**src/rtl/pciw_pkg.sv**
```systemverilog
package pciw_pkg;
  localparam int DW   = 32;
  localparam int NWIN = 3;
  localparam int NREG = 8;

  typedef enum logic [2:0] {
    RI_IN0, RI_IN1, RI_IN2, RI_IDENT, RI_FLAGS, RI_OUT0, RI_OUT1, RI_OUT2
  } reg_idx_e;

  typedef logic [NWIN-1:0][DW-1:0] win_vec_t;

  localparam logic [1:0]    SZ_WORD = 2'b10;
  localparam logic [1:0]    SEL_IO  = 2'd3;
  localparam logic [DW-1:0] IO_SIZE = 32'h0010_0000;

  function automatic win_vec_t size_table(input bit alt);
    win_vec_t t;
    if (alt) begin
      t[0] = 32'h0100_0000;
      t[1] = 32'h0400_0000;
      t[2] = 32'h0800_0000;
    end else begin
      t[0] = 32'h0C00_0000;
      t[1] = 32'h1000_0000;
      t[2] = 32'h1000_0000;
    end
    return t;
  endfunction

  // Smallest 2^k-1 that covers every in-range offset.
  function automatic logic [DW-1:0] span_of(input logic [DW-1:0] sz);
    logic [DW-1:0] m;
    m = '0;
    for (int k = 0; k < DW; k++) begin
      if (m < sz - 1) m = {m[DW-2:0], 1'b1};
    end
    return m;
  endfunction
endpackage

```
**src/rtl/pciw_reg_bank.sv**
```systemverilog
module pciw_reg_bank
  import pciw_pkg::*;
#(
  parameter int REG_AW = 12
) (
  input  logic                     clk,
  input  logic                     rst,
  input  logic                     bus_req,
  input  logic                     bus_we,
  input  logic [REG_AW-1:0]        bus_addr,
  input  logic [1:0]               bus_size,
  input  logic [DW-1:0]            bus_wdata,
  output logic                     bus_ack,
  output logic [DW-1:0]            bus_rdata,
  output logic                     bus_err,
  output logic [NREG-1:0][DW-1:0]  regs_q
);
  localparam int IDX_W   = $clog2(NREG);
  localparam int IDX_LSB = 2;
  localparam int IDX_MSB = IDX_LSB + IDX_W - 1;

  logic [IDX_W-1:0] idx;
  logic             hit;

  assign idx = bus_addr[IDX_MSB:IDX_LSB];
  assign hit = (bus_addr[IDX_LSB-1:0] == '0) &&
               (bus_addr[REG_AW-1:IDX_MSB+1] == '0) &&
               (bus_size == SZ_WORD);

  for (genvar g = 0; g < NREG; g++) begin : g_reg
    always_ff @(posedge clk) begin
      if (rst) begin
        regs_q[g] <= '0;
      end else if (bus_req && bus_we && hit && (idx == IDX_W'(g))) begin
        regs_q[g] <= bus_wdata;
      end
    end
  end

  always_ff @(posedge clk) begin
    if (rst) begin
      bus_ack   <= 1'b0;
      bus_err   <= 1'b0;
      bus_rdata <= '0;
    end else begin
      bus_ack   <= bus_req;
      bus_err   <= bus_req && !hit;
      bus_rdata <= (bus_req && !bus_we && hit) ? regs_q[idx] : '0;
    end
  end
endmodule

```
**src/rtl/pciw_win_xlate.sv**
```systemverilog
module pciw_win_xlate
  import pciw_pkg::*;
#(
  parameter bit ALT_MAP = 1'b0
) (
  input  logic            clk,
  input  logic            rst,
  input  win_vec_t        inmap,
  input  logic            xl_req,
  input  logic [1:0]      xl_sel,
  input  logic [DW-1:0]   xl_offset,
  output win_vec_t        win_base,
  output logic            xl_ack,
  output logic [DW-1:0]   xl_addr,
  output logic            xl_oor
);
  localparam win_vec_t SIZES = size_table(ALT_MAP);

  for (genvar w = 0; w < NWIN; w++) begin : g_win
    if (ALT_MAP) begin : g_mask
      assign win_base[w] = inmap[w] & ~(SIZES[w] - 1);
    end else begin : g_nib
      assign win_base[w] = {inmap[w][3:0], {(DW-4){1'b0}}};
    end
  end

  logic [DW-1:0] sel_base, sel_size, sel_span;

  always_comb begin
    sel_base = '0;
    sel_size = IO_SIZE;
    sel_span = IO_SIZE - 1;
    for (int w = 0; w < NWIN; w++) begin
      if (xl_sel == 2'(w)) begin
        sel_base = win_base[w];
        sel_size = SIZES[w];
        sel_span = span_of(SIZES[w]);
      end
    end
  end

  always_ff @(posedge clk) begin
    if (rst) begin
      xl_ack  <= 1'b0;
      xl_addr <= '0;
      xl_oor  <= 1'b0;
    end else begin
      xl_ack <= xl_req;
      if (xl_req) begin
        xl_addr <= sel_base | (xl_offset & sel_span);
        xl_oor  <= (xl_offset >= sel_size);
      end
    end
  end
endmodule

```
**src/rtl/pciw_ctrl_regs.sv**
```systemverilog
module pciw_ctrl_regs
  import pciw_pkg::*;
#(
  parameter int REG_AW  = 12,
  parameter bit ALT_MAP = 1'b0
) (
  input  logic                 clk,
  input  logic                 rst,
  input  logic                 bus_req,
  input  logic                 bus_we,
  input  logic [REG_AW-1:0]    bus_addr,
  input  logic [1:0]           bus_size,
  input  logic [31:0]          bus_wdata,
  output logic                 bus_ack,
  output logic [31:0]          bus_rdata,
  output logic                 bus_err,
  input  logic                 xl_req,
  input  logic [1:0]           xl_sel,
  input  logic [31:0]          xl_offset,
  output logic                 xl_ack,
  output logic [31:0]          xl_addr,
  output logic                 xl_oor,
  output logic [3*32-1:0]      win_base
);
  logic [NREG-1:0][DW-1:0] regs_q;
  win_vec_t                inmap;
  win_vec_t                bases;

  pciw_reg_bank #(.REG_AW(REG_AW)) u_bank (
    .clk(clk), .rst(rst),
    .bus_req(bus_req), .bus_we(bus_we), .bus_addr(bus_addr),
    .bus_size(bus_size), .bus_wdata(bus_wdata),
    .bus_ack(bus_ack), .bus_rdata(bus_rdata), .bus_err(bus_err),
    .regs_q(regs_q)
  );

  for (genvar w = 0; w < NWIN; w++) begin : g_in
    assign inmap[w] = regs_q[int'(RI_IN0) + w];
  end

  pciw_win_xlate #(.ALT_MAP(ALT_MAP)) u_xlate (
    .clk(clk), .rst(rst), .inmap(inmap),
    .xl_req(xl_req), .xl_sel(xl_sel), .xl_offset(xl_offset),
    .win_base(bases), .xl_ack(xl_ack), .xl_addr(xl_addr), .xl_oor(xl_oor)
  );

  assign win_base = bases;
endmodule

```
**config.mk**
```make
export PLATFORM = sky130hd
export DESIGN_NAME = pciw_ctrl_regs
export DESIGN_NICKNAME = d
export VERILOG_FILES = /design/src/rtl/pciw_pkg.sv /design/src/rtl/pciw_reg_bank.sv /design/src/rtl/pciw_win_xlate.sv /design/src/rtl/pciw_ctrl_regs.sv
export SDC_FILE = /design/constraint.sdc
export NUM_CORES = 1
export LEC_CHECK = 0
export CORE_ASPECT_RATIO = 0.8
export CORE_UTILIZATION = 58
export CTS_CLUSTER_SIZE = 12
export DETAILED_ROUTE_END_ITERATION = 10
export PLACE_DENSITY = 0.86
export SLEW_MARGIN = 5
export SYNTH_ARGS = -nofsm -noshare
export SYNTH_HDL_FRONTEND = slang
export SYNTH_SLANG_ARGS = --single-unit
export TNS_END_PERCENT = 50
```
**constraint.sdc**
```tcl
create_clock -name clk -period 3.35 [get_ports clk]
set_clock_uncertainty 0.15 [all_clocks]
set_input_delay 0.335 -clock clk [delete_from_list [all_inputs] [get_ports clk]]
set_output_delay 0.335 -clock clk [all_outputs]
set_load 0.02 [all_outputs]
```
==> results.sh, run 1 <==
export IMPL_cts_path_max_buffers=3
export IMPL_powerDensity_nw_per_um2=463
export IMPL_cts_repair_resized=0
export IMPL_post_cts_buffers=0
export IMPL_die_x_um=182
export IMPL_die_area_um2=26400
export IMPL_htree_levels=2
export IMPL_avgRoutedWirePerCell_um=18.1
export IMPL_endpoint_kind="register"
export IMPL_tightest_slew_ns=0.687
export IMPL_peakVddDrop_v=0.000309
export IMPL_maxSlewHeadroom=0.542
export IMPL_areaGrowthSynthToFinish_pct=15.9
export IMPL_max_freq_mhz=422
export IMPL_ant_nets=0
export IMPL_ys_warn_count=0
export IMPL_finalSetupTns_ns=0
export IMPL_yosysUniqueCellTypes=34
export IMPL_clock_latency_ns=0.50
export IMPL_final_cells=1805
export IMPL_antenna_found_initial=0
export IMPL_dp_hpwl_um=20900
export IMPL_cts_tree="yes"
export IMPL_vias=9854
export IMPL_final_common_cell="dfxtp_1"
export IMPL_routed_wirelength_um=32600
export IMPL_place_gp_congestion=0.807
export IMPL_grt_pass1_wl_um=53000
export IMPL_n_antenna_cell=0
export IMPL_synth_seq_cells=324
export IMPL_final_cell_mix="dfxtp_1 (324), mux2i_1 (309), nand2b_1 (297)"
export IMPL_rows=52
export IMPL_whs_ns=0.194
export IMPL_drt_iter0_markers=697
export IMPL_max_cap_viol_count=0
export IMPL_drive_gt1_frac=0.0993
export IMPL_p_total_mw=8.04
export IMPL_slew_violations=0
export IMPL_cp_slowest_cell="or4b_4"
export IMPL_grt_pass1_vias=10100
export IMPL_dpl_cell_area_um2=16300
export IMPL_hold_class="in -> reg"
export IMPL_ys_flop_type="dfxtp_1"
export IMPL_start_util=0.591
export IMPL_cts_root_buffer="clkbuf_16"
export IMPL_finalSetupViolCount=0
export IMPL_synth_cells=1371
export IMPL_final_core_util=0.685
export IMPL_worstPathCellList="clkdlybuf4s50_1, or4b_4, or2_1, or4_1, buf_4, buf_4, nor2_1"
export IMPL_fill_cells=1872
export IMPL_hold_viol_final=0
export IMPL_clkSinkCount=324
export IMPL_fin_nets=1559
export IMPL_finish_instance_area_um2=17300
export IMPL_status="finished, final reports clean"
export IMPL_die_h_um=146
export IMPL_synth_area_um2=15000
export IMPL_leakage_nw=7.84
export IMPL_grt_overflow_total=0
export IMPL_cp_arrival_ns=2.64
export IMPL_cpMostUsedCell="buf_4"
export IMPL_post_route_period_util=0.707
export IMPL_crit_fanout=17
export IMPL_timing_critical_path_required_ns=3.62
export IMPL_min_period_ns=2.37
export IMPL_io_pins=249
export IMPL_via_per_inst=5.46
export IMPL_fp_coreArea_um2=25300
export IMPL_finalWorstSetupSlack_ns=0.981
export IMPL_grt_max_degree=118
export IMPL_numCtsBuffers=34
export IMPL_synthArstFlopShare=0
export IMPL_cts_hold_buf=0
export IMPL_io_buffer_count=164
export IMPL_synth_edf_count=0
export IMPL_drtPass1Iterations=6
export IMPL_clkTransAtPathRegs_ns=0.07
export IMPL_grt_total_usage=0.248
export IMPL_worstSetupPathType="in -> reg"
export IMPL_avgSynthCellArea_um2=10.9
export IMPL_placed_cells_incl_taps=1752
export IMPL_yosysSeqAreaShare=0.434
export IMPL_cp_start_kind="input pin"
export IMPL_place_ws_ns=0.478
export IMPL_rsz0062_at_grt="false"
export IMPL_drc_errors=0
export IMPL_slowest_delay_ns=0.56
-- layout make-up --
| cell class | instances | area [um2] | area share |
|---|---|---|---|
| clock buffer | 51 | 1020 | 0.0587 |
| multi-input combinational | 903 | 7520 | 0.434 |
| inverter | 11 | 41.3 | 0.00238 |
| sequential | 324 | 6490 | 0.374 |
| tap | 324 | 405 | 0.0234 |
| clock inverter | 2 | 10.0 | 0.000577 |
| timing repair buffer | 190 | 1860 | 0.107 |
-- cells by family (layout without fill, tap and decap cells) --
group | Yosys count | count (layout) | share of synthesized area
adders and majority gates | 10 | 10 | 0.00836
muxes | 373 | 373 | 0.303
DFF | 324 | 324 | 0.434
and+or+nand+nor | 413 | 413 | 0.161
AOI/OAI and AO/OA | 23 | 23 | 0.00828
buffers and inverters | 227 | 254 | 0.0856
other | 1 | 84 | 0.000251
-- worst max-delay path, delay by kind of cell --
| family | cells | cell delay (ns) |
|---|---|---|
| buffers and inverters | 3 | 0.87 |
| and+or+nand+nor | 4 | 1.42 |
-- power by group --
part | internal [mW] | leakage [nW] | total [mW] | switching, mW
registers | 3.88 | 2.61 | 3.89 | 0.0112
clock network | 2.08 | 0.504 | 3.54 | 1.46
logic | 0.263 | 4.72 | 0.607 | 0.344
-- flip-flops by register name (all words and copies together) (netlist names) --
signal / cells
u_xlate.xl_oor: 1
u_xlate.xl_addr: 32
u_xlate.xl_ack: 1
u_bank.bus_ack: 1
u_bank.bus_rdata: 32
u_bank.regs_q: 256
u_bank.bus_err: 1
-- routing by layer --
layer,share of wire,wire (um),vias up,global-route usage
met5,0,0,-,0
met4,0.014,469,0,0.0589
met3,0.059,1930,40,0.0528
met2,0.47,15300,281,0.400
met1,0.46,14900,4902,0.342
li1,-,-,4631,-
-- cells in the mapped netlist, drive strengths merged, types with 2 or more instances --
library cell  instances  area, um2
nor2                 65        244
clkbuf               48        181
a21oi                16       80.1
or4                   2       15.0
dfxtp               324       6490
mux4                 64       1440
inv                  11       41.3
mux2i               309       3090
nand4                 3       18.8
nand3                 3       15.0
o22ai                 4       25.0
nand2                13       48.8
ha                   10        125
nor4                  7       50.1
nor3                  6       35.0
nand3b                4       30.0
and2                  2       12.5
buf                 168       1060
nand2b              297       1860
nor2b                 7       43.8
-- final timing paths --
path	slack, ns	end	startpoint	cells past startpoint
min	0.19	u_bank.bus_rdata[10]	bus_addr[4]	3
max	0.98	u_bank.bus_rdata[30]	bus_addr[9]	7
min reg2reg	0.32	u_bank.regs_q[157]	u_bank.regs_q[157]	2
max reg2reg	1.89	u_bank.bus_rdata[30]	u_bank.regs_q[254]	3
Power figures use the tool's default switching activity.
==> run 2, diff against run 1 <==
--- a/config.mk
+++ b/config.mk
@@ -6,10 +6,10 @@
 export NUM_CORES = 1
 export LEC_CHECK = 0
 export CORE_ASPECT_RATIO = 0.8
-export CORE_UTILIZATION = 58
+export CORE_UTILIZATION = 54
 export CTS_CLUSTER_SIZE = 12
 export DETAILED_ROUTE_END_ITERATION = 10
-export PLACE_DENSITY = 0.86
+export PLACE_DENSITY = 0.81
 export SLEW_MARGIN = 5
 export SYNTH_ARGS = -nofsm -noshare
 export SYNTH_HDL_FRONTEND = slang
==> constraint.sdc (replaced) <==
create_clock -name clk -period 2.4 [get_ports clk]
set_clock_uncertainty 0.15 [all_clocks]
set_input_delay 0.24 -clock clk [delete_from_list [all_inputs] [get_ports clk]]
set_output_delay 0.24 -clock clk [all_outputs]
set_load 0.02 [all_outputs]
==> results.sh, run 2 (synthesized netlist as in run 1, its figures left out) <==
export IMPL_drtPass1Iterations=5
export IMPL_ant_nets=0
export IMPL_worstSetupPathType="in -> reg"
export IMPL_finalWorstSetupSlack_ns=0.236
export IMPL_cp_top_family="simple AND/OR/NAND/NOR gates"
export IMPL_cts_tree="yes"
export IMPL_reg2reg_depth=3
export IMPL_grt_pass1_wl_um=52700
export IMPL_clkSinkCount=324
export IMPL_clock_latency_ns=0.51
export IMPL_fin_nets=1584
export IMPL_dp_hpwl_um=21100
export IMPL_cts_repair_resized=0
export IMPL_reg_top3="u_bank.regs_q (256), u_bank.bus_rdata (32), u_xlate.xl_addr (32)"
export IMPL_clkTransAtPathRegs_ns=0.06
export IMPL_finalSetupViolCount=0
export IMPL_leakage_nw=8.06
export IMPL_final_cells=1868
export IMPL_grt_max_degree=99
export IMPL_cp_arrival_ns=2.44
export IMPL_peakVddDrop_v=0.000455
export IMPL_top_register="u_bank.regs_q"
export IMPL_htree_levels=2
export IMPL_clockPowerShare=0.446
export IMPL_numCtsBuffers=35
export IMPL_io_buffer_count=164
export IMPL_placed_cells_incl_taps=1814
export IMPL_hold_viol_final=0
export IMPL_powerDensity_nw_per_um2=637
export IMPL_io_pins=249
export IMPL_p_sw_frac=0.224
export IMPL_cts_root_buffer="clkbuf_16"
export IMPL_r2r_end="u_bank.bus_rdata[0]"
export IMPL_min_delay_start="bus_addr[4]"
export IMPL_rows=54
export IMPL_post_route_period_util=0.902
export IMPL_grt_pass1_vias=10000
export IMPL_timing_critical_path_required_ns=2.68
export IMPL_cp_start_kind="input pin"
export IMPL_largest_register_ffs=256
export IMPL_p_int_mw=8.80
export IMPL_routed_wirelength_um=32700
export IMPL_endpoint_kind="register"
export IMPL_die_x_um=188
export IMPL_place_gp_congestion=0.809
export IMPL_seqPwrFrac=0.478
export IMPL_n_antenna_cell=0
export IMPL_start_util=0.549
export IMPL_dpl_cell_area_um2=16700
export IMPL_critPathBufInv=2
export IMPL_hold_class="in -> reg"
export IMPL_die_h_um=151
export IMPL_final_cell_mix="dfxtp_1 (324), mux2i_1 (309), nand2b_1 (297)"
export IMPL_drc_errors=0
export IMPL_cts_path_max_buffers=3
export IMPL_status="finished, final reports clean"
export IMPL_max_cap_viol_count=0
export IMPL_slew_violations=0
export IMPL_final_common_cell="dfxtp_1"
export IMPL_drive_gt1_frac=0.114
export IMPL_final_core_util=0.654
export IMPL_vias=9842
export IMPL_fp_coreArea_um2=27200
export IMPL_grt_overflow_total=0
export IMPL_place_ws_ns=-0.268
export IMPL_antenna_found_initial=0
export IMPL_reg2reg_from="u_bank.regs_q[0]"
export IMPL_whs_path_depth=4
export IMPL_power_frac_comb=0.076
export IMPL_rsz0062_at_grt="false"
export IMPL_die_area_um2=28400
export IMPL_min_period_ns=2.16
export IMPL_avgRoutedWirePerCell_um=17.5
export IMPL_slowest_delay_ns=0.65
export IMPL_cp_slowest_cell="or4_2"
export IMPL_finish_instance_area_um2=17800
export IMPL_min_to="u_bank.bus_rdata[8]"
export IMPL_grt_total_usage=0.231
export IMPL_rrSetupSlack_ns=0.98
export IMPL_p_sw_mw=2.54
export IMPL_drt_iter0_markers=498
export IMPL_areaGrowthSynthToFinish_pct=19.1
export IMPL_crit_fanout=32
export IMPL_max_freq_mhz=462
export IMPL_post_cts_buffers=0
export IMPL_worstPathCellList="clkdlybuf4s50_1, or4b_4, or2_1, or4_2, buf_12, nor2_1"
export IMPL_via_per_inst=5.27
[run 2: changes by cell type in the layout (fill, tap and decap cells not counted), sizes merged]
| cell | previous run | this run |
|---|---|---|
| clkbuf | 51 | 48 |
| bufinv | 0 | 1 |
| clkinv | 2 | 3 |
| dlygate4sd3 | 0 | 2 |
| buf | 31 | 53 |
[run 2: cell type report]
type | instances | area (um2)
fill | 2092 | 9420
multi-input combinational | 903 | 7520
sequential | 324 | 6490
timing repair buffer | 214 | 2260
clock buffer | 48 | 1010
tap | 364 | 455
clock inverter | 4 | 45.0
inverter | 11 | 41.3
[run 2: worst register-to-register path: stages (launching register included)]
cell     delay, ns
dfxtp_1       0.36
mux4_2        0.49
mux2i_1       0.22
nor2_1        0.07
[run 2: power groups by stage]
stage	registers [mW]	logic [mW]	clock network (mW)
floorplan	5.58	0.606	0
global placement	5.54	0.850	0
detailed placement	5.54	0.856	0
CTS	5.43	0.863	5.15
global route	5.43	0.926	5.37
finish	5.43	0.861	5.06
[run 2: per-stage QoR]
stage | total power [mW] | hold slack (ns) | setup TNS (ns)
2_1_floorplan | 6.19 | 0.221 | 0
5_1_grt | 11.7 | 0.215 | 0
3_3_place_gp | 6.39 | 0.305 | -17.82
4_1_cts | 11.4 | 0.175 | 0
6_report | 11.3 | 0.185 | 0
3_5_place_dp | 6.40 | 0.310 | -27.75
[run 2: worst max-delay path by stage]
stage	from	end	slack (ns)	depth (start not counted)
floorplan	bus_addr[9]	u_bank.bus_rdata[10]	0.34	6
CTS	bus_addr[9]	u_bank.bus_rdata[27]	0.25	6
global route	bus_addr[11]	u_bank.bus_rdata[27]	0.19	6
detailed placement	bus_addr[9]	u_bank.bus_rdata[4]	-0.27	6
global placement	bus_addr[9]	u_bank.bus_rdata[25]	-0.21	6
finish	bus_addr[9]	u_bank.bus_rdata[27]	0.24	6
[run 2: per-layer routing]
layer / track usage / routed length (um)
met5: 0 / 0
met4: 0.0581 / 510
met3: 0.0498 / 1700
met2: 0.387 / 15500
met1: 0.303 / 15000
[run 2: repair_timing]
| action | 4_1_cts | 5_1_grt |
|---|---|---|
| hold buffers | 2 | 0 |
| setup endpoints to repair | 0 | 0 |
| endpoints found under the hold margin | 9 | 0 |
